`config.mk`:
```
export PLATFORM = sky130hd
export DESIGN_NAME = rxs_stat_irq_bank
export DESIGN_NICKNAME = d
export VERILOG_FILES = /design/src/rtl/rxs_pkg.sv /design/src/rtl/rxs_evt_decode.sv /design/src/rtl/rxs_sat_counter.sv /design/src/rtl/rxs_status_irq.sv /design/src/rtl/rxs_stat_irq_bank.sv
export SDC_FILE = /design/constraint.sdc
export NUM_CORES = 1
export LEC_CHECK = 0
export BUFFER_PORTS_ARGS = -buffer_cell sky130_fd_sc_hd__buf_4
export CAP_MARGIN = 20
export CELL_PAD_IN_SITES_DETAIL_PLACEMENT = 0
export CELL_PAD_IN_SITES_GLOBAL_PLACEMENT = 1
export CORE_MARGIN = 2
export CORE_UTILIZATION = 51
export CTS_CLUSTER_DIAMETER = 30
export DETAILED_ROUTE_END_ITERATION = 7
export PLACE_DENSITY = 0.94
export SKIP_LAST_GASP = 1
export SLEW_MARGIN = 20
export SYNTH_ARGS = -nofsm -noshare
export SYNTH_HDL_FRONTEND = slang
export SYNTH_HIERARCHICAL = 1
export SYNTH_SLANG_ARGS = --single-unit
```
`constraint.sdc`:
```
create_clock -name clk -period 5.93 [get_ports clk]
set_clock_uncertainty 0.05 [all_clocks]
set_input_delay 0.593 -clock clk [delete_from_list [all_inputs] [get_ports clk]]
set_output_delay 0.593 -clock clk [all_outputs]
set_load 0.01 [all_outputs]
```
`src/rtl/rxs_pkg.sv`:
```
`timescale 1ns/1ps
package rxs_pkg;
    localparam int NUM_CNT = 14;
    localparam int STAT_W  = 21;
    localparam int REG_W   = 32;
    localparam int LEN_W   = 16;

    // Counter index; the host address of a counter is CNT_BASE + index.
    typedef enum logic [3:0] {
        CI_CRC    = 4'd0,
        CI_MAXSZ  = 4'd1,
        CI_BYTES  = 4'd2,
        CI_H1     = 4'd3,
        CI_H2     = 4'd4,
        CI_H3     = 4'd5,
        CI_H4     = 4'd6,
        CI_H5     = 4'd7,
        CI_H6     = 4'd8,
        CI_BCAST  = 4'd9,
        CI_MCAST  = 4'd10,
        CI_FRAG   = 4'd11,
        CI_LFAULT = 4'd12,
        CI_H7     = 4'd13
    } cnt_idx_e;

    // Status positions of the event-driven sources.
    localparam int SB_FRAME  = 0;
    localparam int SB_OVF    = 1;
    localparam int SB_UNF    = 2;
    localparam int SB_CODEV  = 5;
    localparam int SB_RFAULT = 18;
    localparam int SB_LFAULT = 19;

    localparam int ADDR_STATUS = 0;
    localparam int ADDR_MASK   = 1;
    localparam int CNT_BASE    = 2;

    typedef enum logic [2:0] {
        BIN_NONE, BIN_64, BIN_127, BIN_255, BIN_511, BIN_1023, BIN_1522, BIN_JUMBO
    } len_bin_e;

    typedef struct packed {
        logic             valid;
        logic [LEN_W-1:0] len;
        logic             crc_err;
        logic             oversize;
        logic             bcast;
        logic             mcast;
        logic             frag;
    } frame_evt_t;

    typedef struct packed {
        logic overflow;
        logic underflow;
        logic code_viol;
        logic link_fault;
        logic remote_fault;
        logic local_fault;
    } line_evt_t;

    function automatic len_bin_e classify_len(input logic [LEN_W-1:0] len);
        if (len == LEN_W'(64))        return BIN_64;
        else if (len < LEN_W'(64))    return BIN_NONE;
        else if (len <= LEN_W'(127))  return BIN_127;
        else if (len <= LEN_W'(255))  return BIN_255;
        else if (len <= LEN_W'(511))  return BIN_511;
        else if (len <= LEN_W'(1023)) return BIN_1023;
        else if (len <= LEN_W'(1522)) return BIN_1522;
        else                          return BIN_JUMBO;
    endfunction

    // Status bit that reports a given counter as full.
    function automatic int full_bit(input int idx);
        case (idx)
            0:  return 3;
            1:  return 4;
            2:  return 6;
            3:  return 7;
            4:  return 8;
            5:  return 9;
            6:  return 10;
            7:  return 11;
            8:  return 12;
            9:  return 13;
            10: return 14;
            11: return 15;
            12: return 17;
            13: return 20;
            default: return 0;
        endcase
    endfunction
endpackage

```
`src/rtl/rxs_evt_decode.sv`:
```
`timescale 1ns/1ps
module rxs_evt_decode
    import rxs_pkg::*;
(
    input  frame_evt_t         frame,
    input  line_evt_t          line,
    output logic [NUM_CNT-1:0] inc_vec,
    output logic [LEN_W-1:0]   byte_amt,
    output logic [STAT_W-1:0]  evt_set
);
    len_bin_e bin;

    always_comb begin
        bin     = classify_len(frame.len);
        inc_vec = '0;
        inc_vec[CI_CRC]    = frame.valid & frame.crc_err;
        inc_vec[CI_MAXSZ]  = frame.valid & frame.oversize;
        inc_vec[CI_BYTES]  = frame.valid;
        inc_vec[CI_BCAST]  = frame.valid & frame.bcast;
        inc_vec[CI_MCAST]  = frame.valid & frame.mcast;
        inc_vec[CI_FRAG]   = frame.valid & frame.frag;
        inc_vec[CI_LFAULT] = line.link_fault;
        if (frame.valid) begin
            case (bin)
                BIN_64:    inc_vec[CI_H1] = 1'b1;
                BIN_127:   inc_vec[CI_H2] = 1'b1;
                BIN_255:   inc_vec[CI_H3] = 1'b1;
                BIN_511:   inc_vec[CI_H4] = 1'b1;
                BIN_1023:  inc_vec[CI_H5] = 1'b1;
                BIN_1522:  inc_vec[CI_H6] = 1'b1;
                BIN_JUMBO: inc_vec[CI_H7] = 1'b1;
                default:   ;
            endcase
        end
        byte_amt = frame.valid ? frame.len : '0;

        evt_set            = '0;
        evt_set[SB_FRAME]  = frame.valid;
        evt_set[SB_OVF]    = line.overflow;
        evt_set[SB_UNF]    = line.underflow;
        evt_set[SB_CODEV]  = line.code_viol;
        evt_set[SB_RFAULT] = line.remote_fault;
        evt_set[SB_LFAULT] = line.local_fault;
    end
endmodule

```
`src/rtl/rxs_sat_counter.sv`:
```
`timescale 1ns/1ps
module rxs_sat_counter #(
    parameter int W     = 8,
    parameter int AMT_W = 1
) (
    input  logic             clk,
    input  logic             rst,
    input  logic             clr,
    input  logic             inc,
    input  logic [AMT_W-1:0] amt,
    output logic [W-1:0]     cnt,
    output logic             full
);
    localparam int SUM_W = ((W > AMT_W) ? W : AMT_W) + 1;
    localparam logic [SUM_W-1:0] LIMIT = SUM_W'({W{1'b1}});

    logic [SUM_W-1:0] sum;

    always_comb sum = SUM_W'(cnt) + SUM_W'(amt);

    always_ff @(posedge clk) begin
        if (rst || clr) begin
            cnt <= '0;
        end else if (inc) begin
            cnt <= (sum > LIMIT) ? '1 : W'(sum);
        end
    end

    assign full = (cnt == '1);

    // a full counter stays full unless cleared
    a_r3_no_wrap: assert property (@(posedge clk) disable iff (rst)
        (full && !clr) |=> full);

    // a cleared counter reads zero next cycle
    a_r7_clear_zero: assert property (@(posedge clk) disable iff (rst)
        clr |=> (cnt == '0));

    // no event, no change
    a_r2_hold_idle: assert property (@(posedge clk) disable iff (rst)
        (!clr && !inc) |=> $stable(cnt));
endmodule

```
`src/rtl/rxs_status_irq.sv`:
```
`timescale 1ns/1ps
module rxs_status_irq
    import rxs_pkg::*;
#(
    parameter logic [STAT_W-1:0] MASK_INIT = STAT_W'(1)
) (
    input  logic              clk,
    input  logic              rst,
    input  logic [STAT_W-1:0] set_vec,
    input  logic              rd_clear,
    input  logic              mask_wr,
    input  logic [STAT_W-1:0] mask_wdata,
    output logic [STAT_W-1:0] status,
    output logic [STAT_W-1:0] mask,
    output logic              irq
);
    logic [STAT_W-1:0] active;

    always_comb active = status & ~mask;

    always_ff @(posedge clk) begin
        if (rst) begin
            status <= '0;
            mask   <= MASK_INIT;
            irq    <= 1'b0;
        end else begin
            status <= (rd_clear ? '0 : status) | set_vec;
            if (mask_wr) mask <= mask_wdata;
            irq <= |active;
        end
    end

    // any source active in a cycle shows in status next cycle
    a_r5_set_lands: assert property (@(posedge clk) disable iff (rst)
        1'b1 |=> ((status & $past(set_vec)) == $past(set_vec)));

    // without a read, no status bit is lost
    a_r6_sticky: assert property (@(posedge clk) disable iff (rst)
        !rd_clear |=> ((status & $past(status)) == $past(status)));

    // a read with nothing pending empties the status word
    a_r6_read_clears: assert property (@(posedge clk) disable iff (rst)
        (rd_clear && (set_vec == '0)) |=> (status == '0));

    // an unmasked pending bit raises irq next cycle
    a_r9_raise: assert property (@(posedge clk) disable iff (rst)
        ((status & ~mask) != '0) |=> irq);

    // a fully masked bank keeps irq low
    a_r9_quiet: assert property (@(posedge clk) disable iff (rst)
        (&mask) |=> !irq);

    // the mask leaves reset with only bit 0 set
    a_r8_mask_reset: assert property (@(posedge clk)
        $fell(rst) |-> (mask == STAT_W'(1)));
endmodule

```
`src/rtl/rxs_stat_irq_bank.sv`:
```
`timescale 1ns/1ps
module rxs_stat_irq_bank
    import rxs_pkg::*;
#(
    parameter int W_ERR  = 8,
    parameter int W_BYTE = 32,
    parameter int W_FRM  = 21,
    parameter int W_H3   = 20,
    parameter int W_H4   = 19,
    parameter int W_H5   = 18,
    parameter int W_H6   = 17,
    parameter int ADDR_W = 5
) (
    input  logic              clk,
    input  logic              rst,
    input  logic              frm_valid,
    input  logic [LEN_W-1:0]  frm_len,
    input  logic              frm_crc_err,
    input  logic              frm_oversize,
    input  logic              frm_bcast,
    input  logic              frm_mcast,
    input  logic              frm_frag,
    input  logic              evt_overflow,
    input  logic              evt_underflow,
    input  logic              evt_code_viol,
    input  logic              evt_link_fault,
    input  logic              evt_remote_fault,
    input  logic              evt_local_fault,
    input  logic              host_wr,
    input  logic              host_rd,
    input  logic [ADDR_W-1:0] host_addr,
    input  logic [REG_W-1:0]  host_wdata,
    output logic [REG_W-1:0]  host_rdata,
    output logic              irq
);
    localparam int CNT_END = CNT_BASE + NUM_CNT;
    localparam int IDX_W   = $clog2(NUM_CNT);

    function automatic int cnt_width(input int idx);
        case (idx)
            0, 1, 12: return W_ERR;
            2:        return W_BYTE;
            5:        return W_H3;
            6:        return W_H4;
            7:        return W_H5;
            8:        return W_H6;
            default:  return W_FRM;
        endcase
    endfunction

    frame_evt_t frame;
    line_evt_t  line;

    always_comb begin
        frame.valid        = frm_valid;
        frame.len          = frm_len;
        frame.crc_err      = frm_crc_err;
        frame.oversize     = frm_oversize;
        frame.bcast        = frm_bcast;
        frame.mcast        = frm_mcast;
        frame.frag         = frm_frag;
        line.overflow      = evt_overflow;
        line.underflow     = evt_underflow;
        line.code_viol     = evt_code_viol;
        line.link_fault    = evt_link_fault;
        line.remote_fault  = evt_remote_fault;
        line.local_fault   = evt_local_fault;
    end

    logic [NUM_CNT-1:0] inc_vec;
    logic [LEN_W-1:0]   byte_amt;
    logic [STAT_W-1:0]  evt_set;

    rxs_evt_decode u_decode (
        .frame    (frame),
        .line     (line),
        .inc_vec  (inc_vec),
        .byte_amt (byte_amt),
        .evt_set  (evt_set)
    );

    logic [NUM_CNT-1:0] clr_vec;
    logic [NUM_CNT-1:0] full_flags;
    logic [REG_W-1:0]   cnt_ext [NUM_CNT];

    for (genvar gi = 0; gi < NUM_CNT; gi++) begin : g_cnt
        localparam int CW = cnt_width(gi);
        localparam int AW = (gi == int'(CI_BYTES)) ? LEN_W : 1;
        logic [CW-1:0] value;
        logic [AW-1:0] amt;

        if (gi == int'(CI_BYTES)) begin : g_amt_len
            assign amt = byte_amt;
        end else begin : g_amt_one
            assign amt = 1'b1;
        end

        assign clr_vec[gi] = host_wr && (int'(host_addr) == CNT_BASE + gi);

        rxs_sat_counter #(.W(CW), .AMT_W(AW)) u_cnt (
            .clk  (clk),
            .rst  (rst),
            .clr  (clr_vec[gi]),
            .inc  (inc_vec[gi]),
            .amt  (amt),
            .cnt  (value),
            .full (full_flags[gi])
        );

        assign cnt_ext[gi] = REG_W'(value);
    end

    logic [STAT_W-1:0] full_set;
    logic [STAT_W-1:0] set_vec;

    always_comb begin
        full_set = '0;
        for (int i = 0; i < NUM_CNT; i++) begin
            full_set[full_bit(i)] = full_set[full_bit(i)] | full_flags[i];
        end
        set_vec = full_set | evt_set;
    end

    logic              rd_clear;
    logic              mask_wr;
    logic [STAT_W-1:0] status;
    logic [STAT_W-1:0] mask;
    logic              unused_wdata_hi;

    assign rd_clear        = host_rd && (int'(host_addr) == ADDR_STATUS);
    assign mask_wr         = host_wr && (int'(host_addr) == ADDR_MASK);
    assign unused_wdata_hi = ^host_wdata[REG_W-1:STAT_W];

    rxs_status_irq u_status (
        .clk        (clk),
        .rst        (rst),
        .set_vec    (set_vec),
        .rd_clear   (rd_clear),
        .mask_wr    (mask_wr),
        .mask_wdata (host_wdata[STAT_W-1:0]),
        .status     (status),
        .mask       (mask),
        .irq        (irq)
    );

    logic [IDX_W-1:0] sel;

    always_comb begin
        sel        = IDX_W'(int'(host_addr) - CNT_BASE);
        host_rdata = '0;
        if (int'(host_addr) == ADDR_STATUS) begin
            host_rdata = REG_W'(status);
        end else if (int'(host_addr) == ADDR_MASK) begin
            host_rdata = REG_W'(mask);
        end else if (int'(host_addr) >= CNT_BASE && int'(host_addr) < CNT_END) begin
            host_rdata = cnt_ext[sel];
        end
    end

    // addresses past the counters read zero
    a_r10_unmapped_zero: assert property (@(posedge clk) disable iff (rst)
        (int'(host_addr) >= CNT_END) |-> (host_rdata == '0));

    // every full counter lands on its status bit next cycle
    a_r4_full_to_status: assert property (@(posedge clk) disable iff (rst)
        (|full_flags) |=> ((status & $past(full_set)) == $past(full_set)));
endmodule

```
==> impl_metrics.csv, run 1 <==
group,metric,value,unit
cells_and_area,antenna-diode-count,0,
detailed_routing,drtIter0Drc,2058,
floorplanning,die_w,196,microns
setup_path,cp-end-kind,"output port",
power,intPower,5.05,mW
clock_network,root_buffer,"clkbuf_16",
clock_network,clk_pin_slew_worst_paths,40,ps
timing,setup_tns,0,ps
grt,grt_pass1_wl,91500,microns
placement,dp_hpwl,42500,microns
power,pwr-share-clk,61.3,%
worst_hold_path,hold_path_class,"in2reg",
power,power_frac_comb,7.0,%
synthesis,synth_edf_count,0,
synthesis,synth-seq-area-share,31.9,%
cells_and_area,fin_cells,2797,
power,ir_drop,0.194,mV
detailed_routing,ant_nets,0,
power,seq_power_share,31.7,%
setup_path,start_kind,"input port",
floorplanning,dieArea,38400,sq um
setup_path,cp_top_family,"buffers and inverters",
floorplanning,dieHeight,196,microns
timing,fin_crit,4950,ps
clock_network,clkSinkCount,299,
floorplanning,rows,70,
clock_network,cts_hold_buf,0,
detailed_routing,vias,18100,
setup_path,crit_buf_inv,3,
clock_network,htree_levels,3,
setup_path,critPathMaxFanout,60,
setup_path,required,5290,ps
synthesis,synth_area,18800,sq um
detailed_routing,vias_per_cell,6.46,
setup_path,crit_chain,"buf_4, inv_1, ha_1, nand2b_1, o221ai_1, a21oi_1, o32ai_1, buf_4",
floorplanning,num_io_pins,102,
setup_path,crit_type,"in2out",
placement,gp_congestion,1.01,
placement,portBuffers,90,
cells_and_area,nets,2390,
setup_path,crit_top_cell,"buf_4",
clock_network,cts_tree,"yes",
power,swShare,23.2,%
cells_and_area,layout-drive-gt1-share,15.2,%
status,status,"finished, final reports clean",
cells_and_area,area_growth,16.6,%
power,p_sw,1.52,mW
timing,max_freq,202,MHz
timing,period_share,83.4,%
synthesis,async_reset_ff_share,0,%
timing,slew_violations,0,
grt,grt_pass1_vias,16600,
job,drv_cap,0,
floorplanning,core,36400,sq um
synthesis,synth-main-ff-cell,"dfxtp_1",
synthesis,synth.distinct_cells,99,
placement,dp.cells,2667,
setup_path,cp_slowest_stage_delay,970,ps
grt,grt_start_max_net_pins,65,
timing,tightest_slew,1020,ps
setup_path,worstPathArrival,4310,ps
timing,hold_viol,0,
synthesis,syn_area_per_cell,8.52,sq um
setup_path,slowest_stage,"ha_1",
grt,overflow,0,
synthesis,syn_inst,2204,
clock_network,clock_latency,570,ps
setup_path,rrSetupSlack,2900,ps
synthesis,yosysWarnings,6,
detailed_routing,drt_first_pass_iters,5,
power,p_leak,7.91,nW
detailed_routing,drc,0,
clock_network,post_cts_resize_count,0,
timing,grt_setup_unrepaired,"no",
floorplanning,start_util,51.5,%
clock_network,numCtsBuffers,71,
timing,setup_viol,0,
detailed_routing,routedWlPerCell,21.0,microns
timing,relSlewSlack,31.8,%
grt,grt.total_usage,29.9,%
synthesis,ys_ff_latch,299,
clock_network,cts_setup_buffers,0,
grt,antenna_found_initial,1,
clock_network,cts_buffer_depth,3,
detailed_routing,routed_wl,58800,microns
power,power_density,300,nW/um^2
## kinds of logic after synthesis
logic type,after synthesis,share of synthesized area (%)
and+or+nand+nor,822,25.1
DFF,299,31.9
other,2,0.0400
muxes,130,8.99
xor gates and xnor gates,104,4.89
AOI/OAI and AO/OA,580,19.6
buffers and inverters,218,6.11
adders and majority gates,49,3.31
## worst min-delay path: stages
cell     delay (ps)
buf_4            70
a21oi_1          30
nor2_1           70
## metal layers
metal | vias up | global-route usage (%) | part of all wire (%)
met1 | 8693 | 40.5 | 43
met2 | 771 | 47.5 | 45
met3 | 139 | 4.54 | 7.4
met4 | 0 | 13.1 | 4.1
met5 | - | 0 | 0
li1 | 8463 | - | -
## power groups by stage
stage / Combinational (mW) / Clock (mW) / Sequential [mW]
global placement: 0.434 / 0 / 2.12
CTS: 0.447 / 4.07 / 2.08
global route: 0.495 / 4.17 / 2.08
floorplan: 0.327 / 0 / 2.10
detailed placement: 0.444 / 0 / 2.12
finish: 0.460 / 4.03 / 2.08
## state kept, by name, indices dropped and copies added, names as in the netlist
register	flops
u_status/irq	1
u_status/mask	21
g_cnt.u_cnt/cnt	256
u_status/status	21
## synthesized netlist by cell type, types with 25 or more instances
master	number	area, sq um
a211oi_1	25	188
a21oi_1	206	1030
a31oi_1	82	513
and2_1	46	288
and3_1	37	231
and4_1	31	272
buf_2	32	160
buf_4	34	255
clkbuf_1	49	184
dfxtp_1	299	5990
ha_1	48	601
inv_1	76	285
mux2i_1	91	911
mux4_2	30	676
nand2_1	106	398
nand3_1	101	505
nand4_1	68	425
nor2_1	133	499
nor3_1	90	450
nor4_1	43	269
o21ai_0	103	515
or2_2	30	188
or3_1	30	188
xnor2_1	73	639
xor2_1	30	263
## cell type report
cell class | count | area [sq um]
flip-flops and latches | 299 | 5990
multi-input cells | 1724 | 11800
fillers | 3134 | 14500
well taps | 468 | 586
clock inverters | 28 | 399
inverters | 78 | 293
clock buffers | 102 | 2100
repair buffers | 98 | 739
## per-stage QoR
step	power, mW	hold WS (ps)	util (%)	setup slack [ps]	cell area, sq um
final	6.57	181	60.1	982	21900
after detailed placement	2.56	444	53.2	1220	19400
after global routing	6.75	181	60.1	799	21900
after floorplan	2.43	404	-	2690	18900
after global placement	2.55	431	53.2	1270	19400
after CTS	6.60	165	60.1	1210	21900
## cell usage in the layout (no fill, tap or decap), drive strengths merged, types with 39 or more instances in the layout
cell / n
a31oi: 82
clkbuf: 102
dfxtp: 299
mux2i: 91
inv: 79
and2: 49
buf: 98
nand3: 105
nor3: 91
ha: 48
nor4: 50
o21ai: 108
nand4: 77
nand2: 107
a21oi: 208
xnor2: 74
nor2: 134
and3: 42
conb: 39
## path summary, 6_finish.rpt
| check | end | cells past startpoint | from |
|---|---|---|---|
| worst min register to register | g_cnt[2].u_cnt/cnt[25] | 2 | g_cnt[2].u_cnt/cnt[25] |
| worst max register to register | g_cnt[2].u_cnt/cnt[26] | 8 | g_cnt[2].u_cnt/cnt[2] |
| worst min-delay path | u_status/status[18] | 3 | evt_remote_fault |
| worst max-delay path | host_rdata[5] | 8 | host_addr[1] |
Note: power is estimated with default switching activity, not from simulation.
==> run 2: changes to the inputs <==
- CORE_UTILIZATION: 51 -> 43
- PLACE_DENSITY: 0.94 -> 0.85
- clock period: 5.93 -> 4 ns (I/O delays scaled with it)
==> run 2 against run 1 <==
Critical path type unchanged. Clock power is 72% higher. Sequential power is 49% higher. Power is 63% higher. Wire length is 0.70% higher. Final area is 4.3% higher. Combinational power is 56% higher.
==> impl_metrics.csv, run 2 (same netlist as run 1, synthesis figures left out) <==
group,metric,value,unit
power,pwr-share-clk,64.5,%
clock_network,post_cts_resize_count,0,
clock_network,clkSinkCount,299,
cells_and_area,reg.largest.list,"g_cnt.u_cnt/cnt x256, u_status/mask x21, u_status/status x21",
grt,overflow,0,
timing,relSlewSlack,34.8,%
clock_network,clock_latency,600,ps
detailed_routing,ant_nets,0,
clock_network,cts_buffer_depth,3,
cells_and_area,nets,2442,
setup_path,slowest_stage,"o31ai_1",
job,drv_cap,0,
setup_path,start_kind,"input port",
power,p_sw,2.45,mW
cells_and_area,largest_register,"g_cnt.u_cnt/cnt",
setup_path,crit_chain,"buf_4, buf_4, ha_1, nor2b_1, o211ai_2, o31ai_1, buf_4",
setup_path,worstPathArrival,2850,ps
placement,portBuffers,90,
setup_path,crit-reg2reg-capture,"g_cnt[2].u_cnt/cnt[14]",
timing,setup_viol,0,
grt,grt_pass1_vias,16900,
setup_path,r2r.worst_path.cells,11,
setup_path,cp_slowest_stage_delay,700,ps
cells_and_area,seq_area,5990,sq um
clock_network,htree_levels,3,
power,swShare,22.9,%
clock_network,cts_tree,"yes",
setup_path,cp_num_cells,7,
setup_path,crit_top_cell,"buf_4",
power,power_frac_comb,6.7,%
timing,fin_crit,3300,ps
clock_network,root_buffer,"clkbuf_16",
cells_and_area,largest_reg_flops,256,
setup_path,cp_top_family,"compound AO/OA/AOI/OAI gates",
timing,max_freq,303,MHz
setup_path,rr_startpoint,"g_cnt[2].u_cnt/cnt[0]",
floorplanning,start_util,43.6,%
power,ir_drop,0.322,mV
timing,tightest_slew,971,ps
setup_path,cp-startpoint,"host_addr[1]",
setup_path,crit_path_end,"host_rdata[10]",
grt,grt_start_max_net_pins,65,
setup_path,crit_buf_inv,3,
clock_network,clk_pin_slew_worst_paths,40,ps
clock_network,cts_setup_buffers,0,
floorplanning,num_io_pins,102,
worst_hold_path,hold_path_class,"in2reg",
power,seq_power_share,28.8,%
cells_and_area,layout-drive-gt1-share,16.5,%
power,power_density,470,nW/um^2
cells_and_area,area_growth,21.6,%
placement,place_area,19700,sq um
setup_path,rrSetupSlack,1050,ps
grt,antenna_found_initial,1,
detailed_routing,vias_per_cell,6.07,
detailed_routing,drc,0,
timing,hold_viol,0,
power,p_leak,8.29,nW
power,intPower,8.27,mW
setup_path,critPathMaxFanout,59,
cells_and_area,final_area,22800,sq um
cells_and_area,antenna-diode-count,0,
detailed_routing,routedWlPerCell,19.9,microns
floorplanning,dieHeight,213,microns
cells_and_area,final_common_cell,"dfxtp_1",
floorplanning,dieArea,45300,sq um
timing,period_share,82.6,%
grt,grt_pass1_wl,92600,microns
placement,gp_congestion,0.949,
floorplanning,die_w,213,microns
floorplanning,core,43100,sq um
detailed_routing,drt_first_pass_iters,5,
timing,grt_setup_unrepaired,"no",
timing,slew_violations,0,
placement,dp_hpwl,43000,microns
setup_path,crit_type,"in2out",
status,status,"finished, final reports clean",
setup_path,cp-end-kind,"output port",
clock_network,numCtsBuffers,81,
worst_hold_path,hold_depth,3,
clock_network,cts_hold_buf,18,
cells_and_area,num-fill-cells,3889,
timing,setup_tns,0,ps
floorplanning,rows,76,
detailed_routing,routed_wl,59200,microns
cells_and_area,multi_input_area,11800,sq um
cells_and_area,layout_common_cells,"dfxtp_1 (299), a21oi_1 (206), nor2_1 (133)",
setup_path,required,3550,ps
detailed_routing,vias,18100,
grt,grt.total_usage,26.0,%
detailed_routing,drtIter0Drc,1600,
## run 2: changes by cell type in the layout (fill, tap and decap cells not counted), sizes merged, moves of 4 or more
cell	before	now
buf	98	122
dlygate4sd3	0	18
clkbuf	102	111
bufinv	9	15
clkinvlp	3	7
## run 2: worst register-to-register path, cell delays in order (launching register included)
cell,delay [ps]
dfxtp_1,360
ha_1,220
inv_1,70
fa_1,200
nor2b_1,70
o31a_1,300
a211oi_2,480
a211oi_2,190
nor2_2,410
buf_4,270
and3_1,170
nor2_1,50
## run 2: how the worst min path moves through the flow
stage,end,start,slack [ps]
final,u_status/mask[2],host_wdata[2],30
after global placement,u_status/status[10],u_status/status[10],440
after CTS,u_status/mask[16],host_wdata[16],0.7
after floorplan,g_cnt[7].u_cnt/cnt[8],g_cnt[7].u_cnt/cnt[8],400
after global routing,u_status/mask[5],host_wdata[5],10
after detailed placement,g_cnt[2].u_cnt/cnt[25],g_cnt[2].u_cnt/cnt[25],450
## run 2: power by group through the flow
stage	Clock (mW)	Sequential [mW]	Combinational, mW
after floorplan	0	3.11	0.485
after global placement	0	3.14	0.678
after detailed placement	0	3.14	0.685
after CTS	7.00	3.09	0.703
after global routing	7.19	3.09	0.774
final	6.92	3.09	0.717
## run 2: layer usage
metal	track usage (%)	share of wire [%]	wire (microns)
met3	6.24	9.0	5310
met1	34.8	43	25600
met4	10.2	3.0	1750
met2	40.1	45	26600
met5	0	0.030	18
## run 2: stage by stage
stage	power, mW	util [%]	worst slack [ps]	std cells	hold WS, ps
2_1_floorplan	3.60	-	956	2241	404
3_3_place_gp	3.81	45.8	633	2808	439
3_5_place_dp	3.82	45.8	591	2808	451
4_1_cts	10.8	53.0	743	2975	0.718
5_1_grt	11.1	53.0	517	2975	12.1
6_report	10.7	53.0	697	2975	25.3
## run 2: area by class of cell
| class | instances | area share (%) |
|---|---|---|
| Clock buffer | 111 | 10.1 |
| Clock inverter | 38 | 2.78 |
| Inverter | 78 | 1.28 |
| Multi-Input combinational cell | 1724 | 51.6 |
| Sequential cell | 299 | 26.2 |
| Tap cell | 585 | 3.21 |
| Timing Repair Buffer | 140 | 4.82 |
==> run 3: changes to the inputs <==
- CORE_UTILIZATION: 43 -> 48
- PLACE_DENSITY: 0.85 -> 0.9
- clock period: 4 -> 3.2 ns (I/O delays scaled with it)
==> run 3 against run 2 <==
Critical path type unchanged. Critical endpoint is now host_rdata[3]. Die area is 10% lower. Worst hold slack improved by 44 ps. Core utilization increased by 6.8 points.
==> impl_metrics.csv, run 3 (same netlist as run 1, synthesis figures left out) <==
group,metric,value,unit
status,status,"finished, final reports clean",
worst_hold_path,hold_depth,2,
placement,gp_congestion,1.00,
cells_and_area,nets,2502,
floorplanning,core,38600,sq um
detailed_routing,routed_wl,59600,microns
power,power_density,560,nW/um^2
grt,antenna_found_initial,3,
timing,slew_violations,0,
detailed_routing,vias_per_cell,6.20,
setup_path,r2r.worst_path.cells,8,
floorplanning,die_w,202,microns
setup_path,required,2830,ps
floorplanning,dieArea,40700,sq um
cells_and_area,area_growth,23.0,%
clock_network,cts_buffer_depth,3,
grt,grt_pass1_vias,17100,
worst_hold_path,hold-path-endpoint,"g_cnt[2].u_cnt/cnt[3]",
detailed_routing,drt_first_pass_iters,6,
floorplanning,rows,72,
detailed_routing,vias,18400,
timing,setup_viol,0,
clock_network,clk_pin_slew_worst_paths,40,ps
worst_hold_path,hold_path_class,"in2reg",
clock_network,htree_levels,3,
floorplanning,start_util,48.6,%
timing,setup_tns,0,ps
detailed_routing,routedWlPerCell,20.1,microns
grt,grt.total_usage,28.7,%
cells_and_area,final_common_cell,"dfxtp_1",
power,ir_drop,0.434,mV
setup_path,crit_top_cell,"buf_4",
grt,grt_start_max_net_pins,60,
setup_path,critPathMaxFanout,11,
detailed_routing,drtIter0Drc,1710,
timing,period_share,96.7,%
floorplanning,num_io_pins,102,
timing,grt_setup_unrepaired,"no",
cells_and_area,num-fill-cells,3289,
clock_network,cts_tree,"yes",
grt,grt_pass1_wl,93400,microns
worst_hold_path,min_from,"frm_valid",
cells_and_area,reg.largest.list,"g_cnt.u_cnt/cnt x256, u_status/mask x21, u_status/status x21",
job,drv_cap,0,
clock_network,post_cts_resize_count,0,
cells_and_area,largest_reg_flops,256,
cells_and_area,layout_common_cells,"dfxtp_1 (299), a21oi_1 (206), buf_4 (169)",
setup_path,cp_top_family,"compound AO/OA/AOI/OAI gates",
clock_network,numCtsBuffers,82,
clock_network,root_buffer,"clkbuf_16",
setup_path,crit_buf_inv,3,
grt,overflow,0,
timing,hold_viol,0,
setup_path,crit_chain,"buf_4, inv_1, ha_1, nand2b_1, o22ai_1, nor2_1, o32ai_1, buf_4",
clock_network,clock_latency,600,ps
power,totalPowerFinal,12.9,mW
setup_path,cp-end-kind,"output port",
setup_path,crit_type,"in2out",
setup_path,rr_startpoint,"g_cnt[2].u_cnt/cnt[2]",
setup_path,worstPathArrival,2730,ps
timing,max_freq,323,MHz
setup_path,start_kind,"input port",
setup_path,slowest_stage,"o32ai_1",
cells_and_area,layout-drive-gt1-share,18.2,%
placement,portBuffers,90,
timing,fin_crit,3100,ps
setup_path,cp_slowest_stage_delay,550,ps
detailed_routing,ant_nets,0,
setup_path,crit-reg2reg-capture,"g_cnt[2].u_cnt/cnt[22]",
power,p_leak,8.54,nW
timing,tightest_slew,881,ps
clock_network,clkSinkCount,299,
setup_path,rrSetupSlack,500,ps
placement,dp_hpwl,43400,microns
cells_and_area,largest_register,"g_cnt.u_cnt/cnt",
detailed_routing,drc,0,
timing,relSlewSlack,40.8,%
floorplanning,dieHeight,202,microns
==> run 3: where the power goes <==
part | internal (mW) | switching (mW) | total (mW)
Clock | 5.67 | 2.48 | 8.15
Sequential | 3.79 | 0.0611 | 3.85
Combinational | 0.373 | 0.560 | 0.934
Total | 9.84 | 3.10 | 12.9
==> run 3: worst reg2reg max path, delay by kind of cell (launching register included) <==
| family | cells | cell delay, ps |
|---|---|---|
| compound gates | 5 | 1460 |
| flops | 1 | 450 |
| fa+ha+maj | 1 | 340 |
| simple gates | 2 | 290 |
==> run 3: metal layers <==
layer | global-route usage (%) | share of wire [%] | up-vias
li1 | - | - | 8695
met2 | 45.1 | 45 | 781
met1 | 37.8 | 42 | 8828
met4 | 11.6 | 3.5 | 0
met5 | 0 | 0 | -
met3 | 7.13 | 8.6 | 117
==> run 3: final cells by class <==
type                            instances  area [sq um]  area share (%)
Sequential cell                       299          5990            25.9
Tap cell                              518           648            2.81
Antenna cell                            3          7.51          0.0325
Clock inverter                         37           433            1.87
Clock buffer                          115          2360            10.2
Inverter                               78           293            1.27
Timing Repair Buffer                  199          1590            6.89
Multi-Input combinational cell       1724         11800            51.0
==> run 3: what timing repair did <==
item                                   in CTS  in global routing
hold buffers                               27                  0
setup buffers                               0                  0
endpoints found under the hold margin      28                  0
==> run 3: through the flow <==
stage          util, %  hold WS [ps]  worst slack [ps]  cells  instance area [sq um]
6_report          59.8          69.2               105   2973                  23100
2_1_floorplan        -           392               236   2241                  18900
4_1_cts           59.7          52.7               271   2970                  23100
3_5_place_dp      51.8           446              70.4   2791                  20000
3_3_place_gp      51.8           433               113   2791                  20000
5_1_grt           59.7          72.5              48.0   2971                  23100
==> run 3: how the worst max path moves through the flow <==
stage | slack, ps | cells past startpoint | startpoint | to
after floorplan | 240 | 9 | frm_len[12] | g_cnt[4].u_cnt/cnt[18]
after global placement | 110 | 11 | frm_len[12] | g_cnt[4].u_cnt/cnt[18]
after detailed placement | 70 | 11 | frm_len[12] | g_cnt[4].u_cnt/cnt[16]
after CTS | 270 | 9 | host_addr[1] | host_rdata[30]
after global routing | 50 | 8 | host_addr[1] | host_rdata[19]
final | 100 | 8 | host_addr[1] | host_rdata[3]
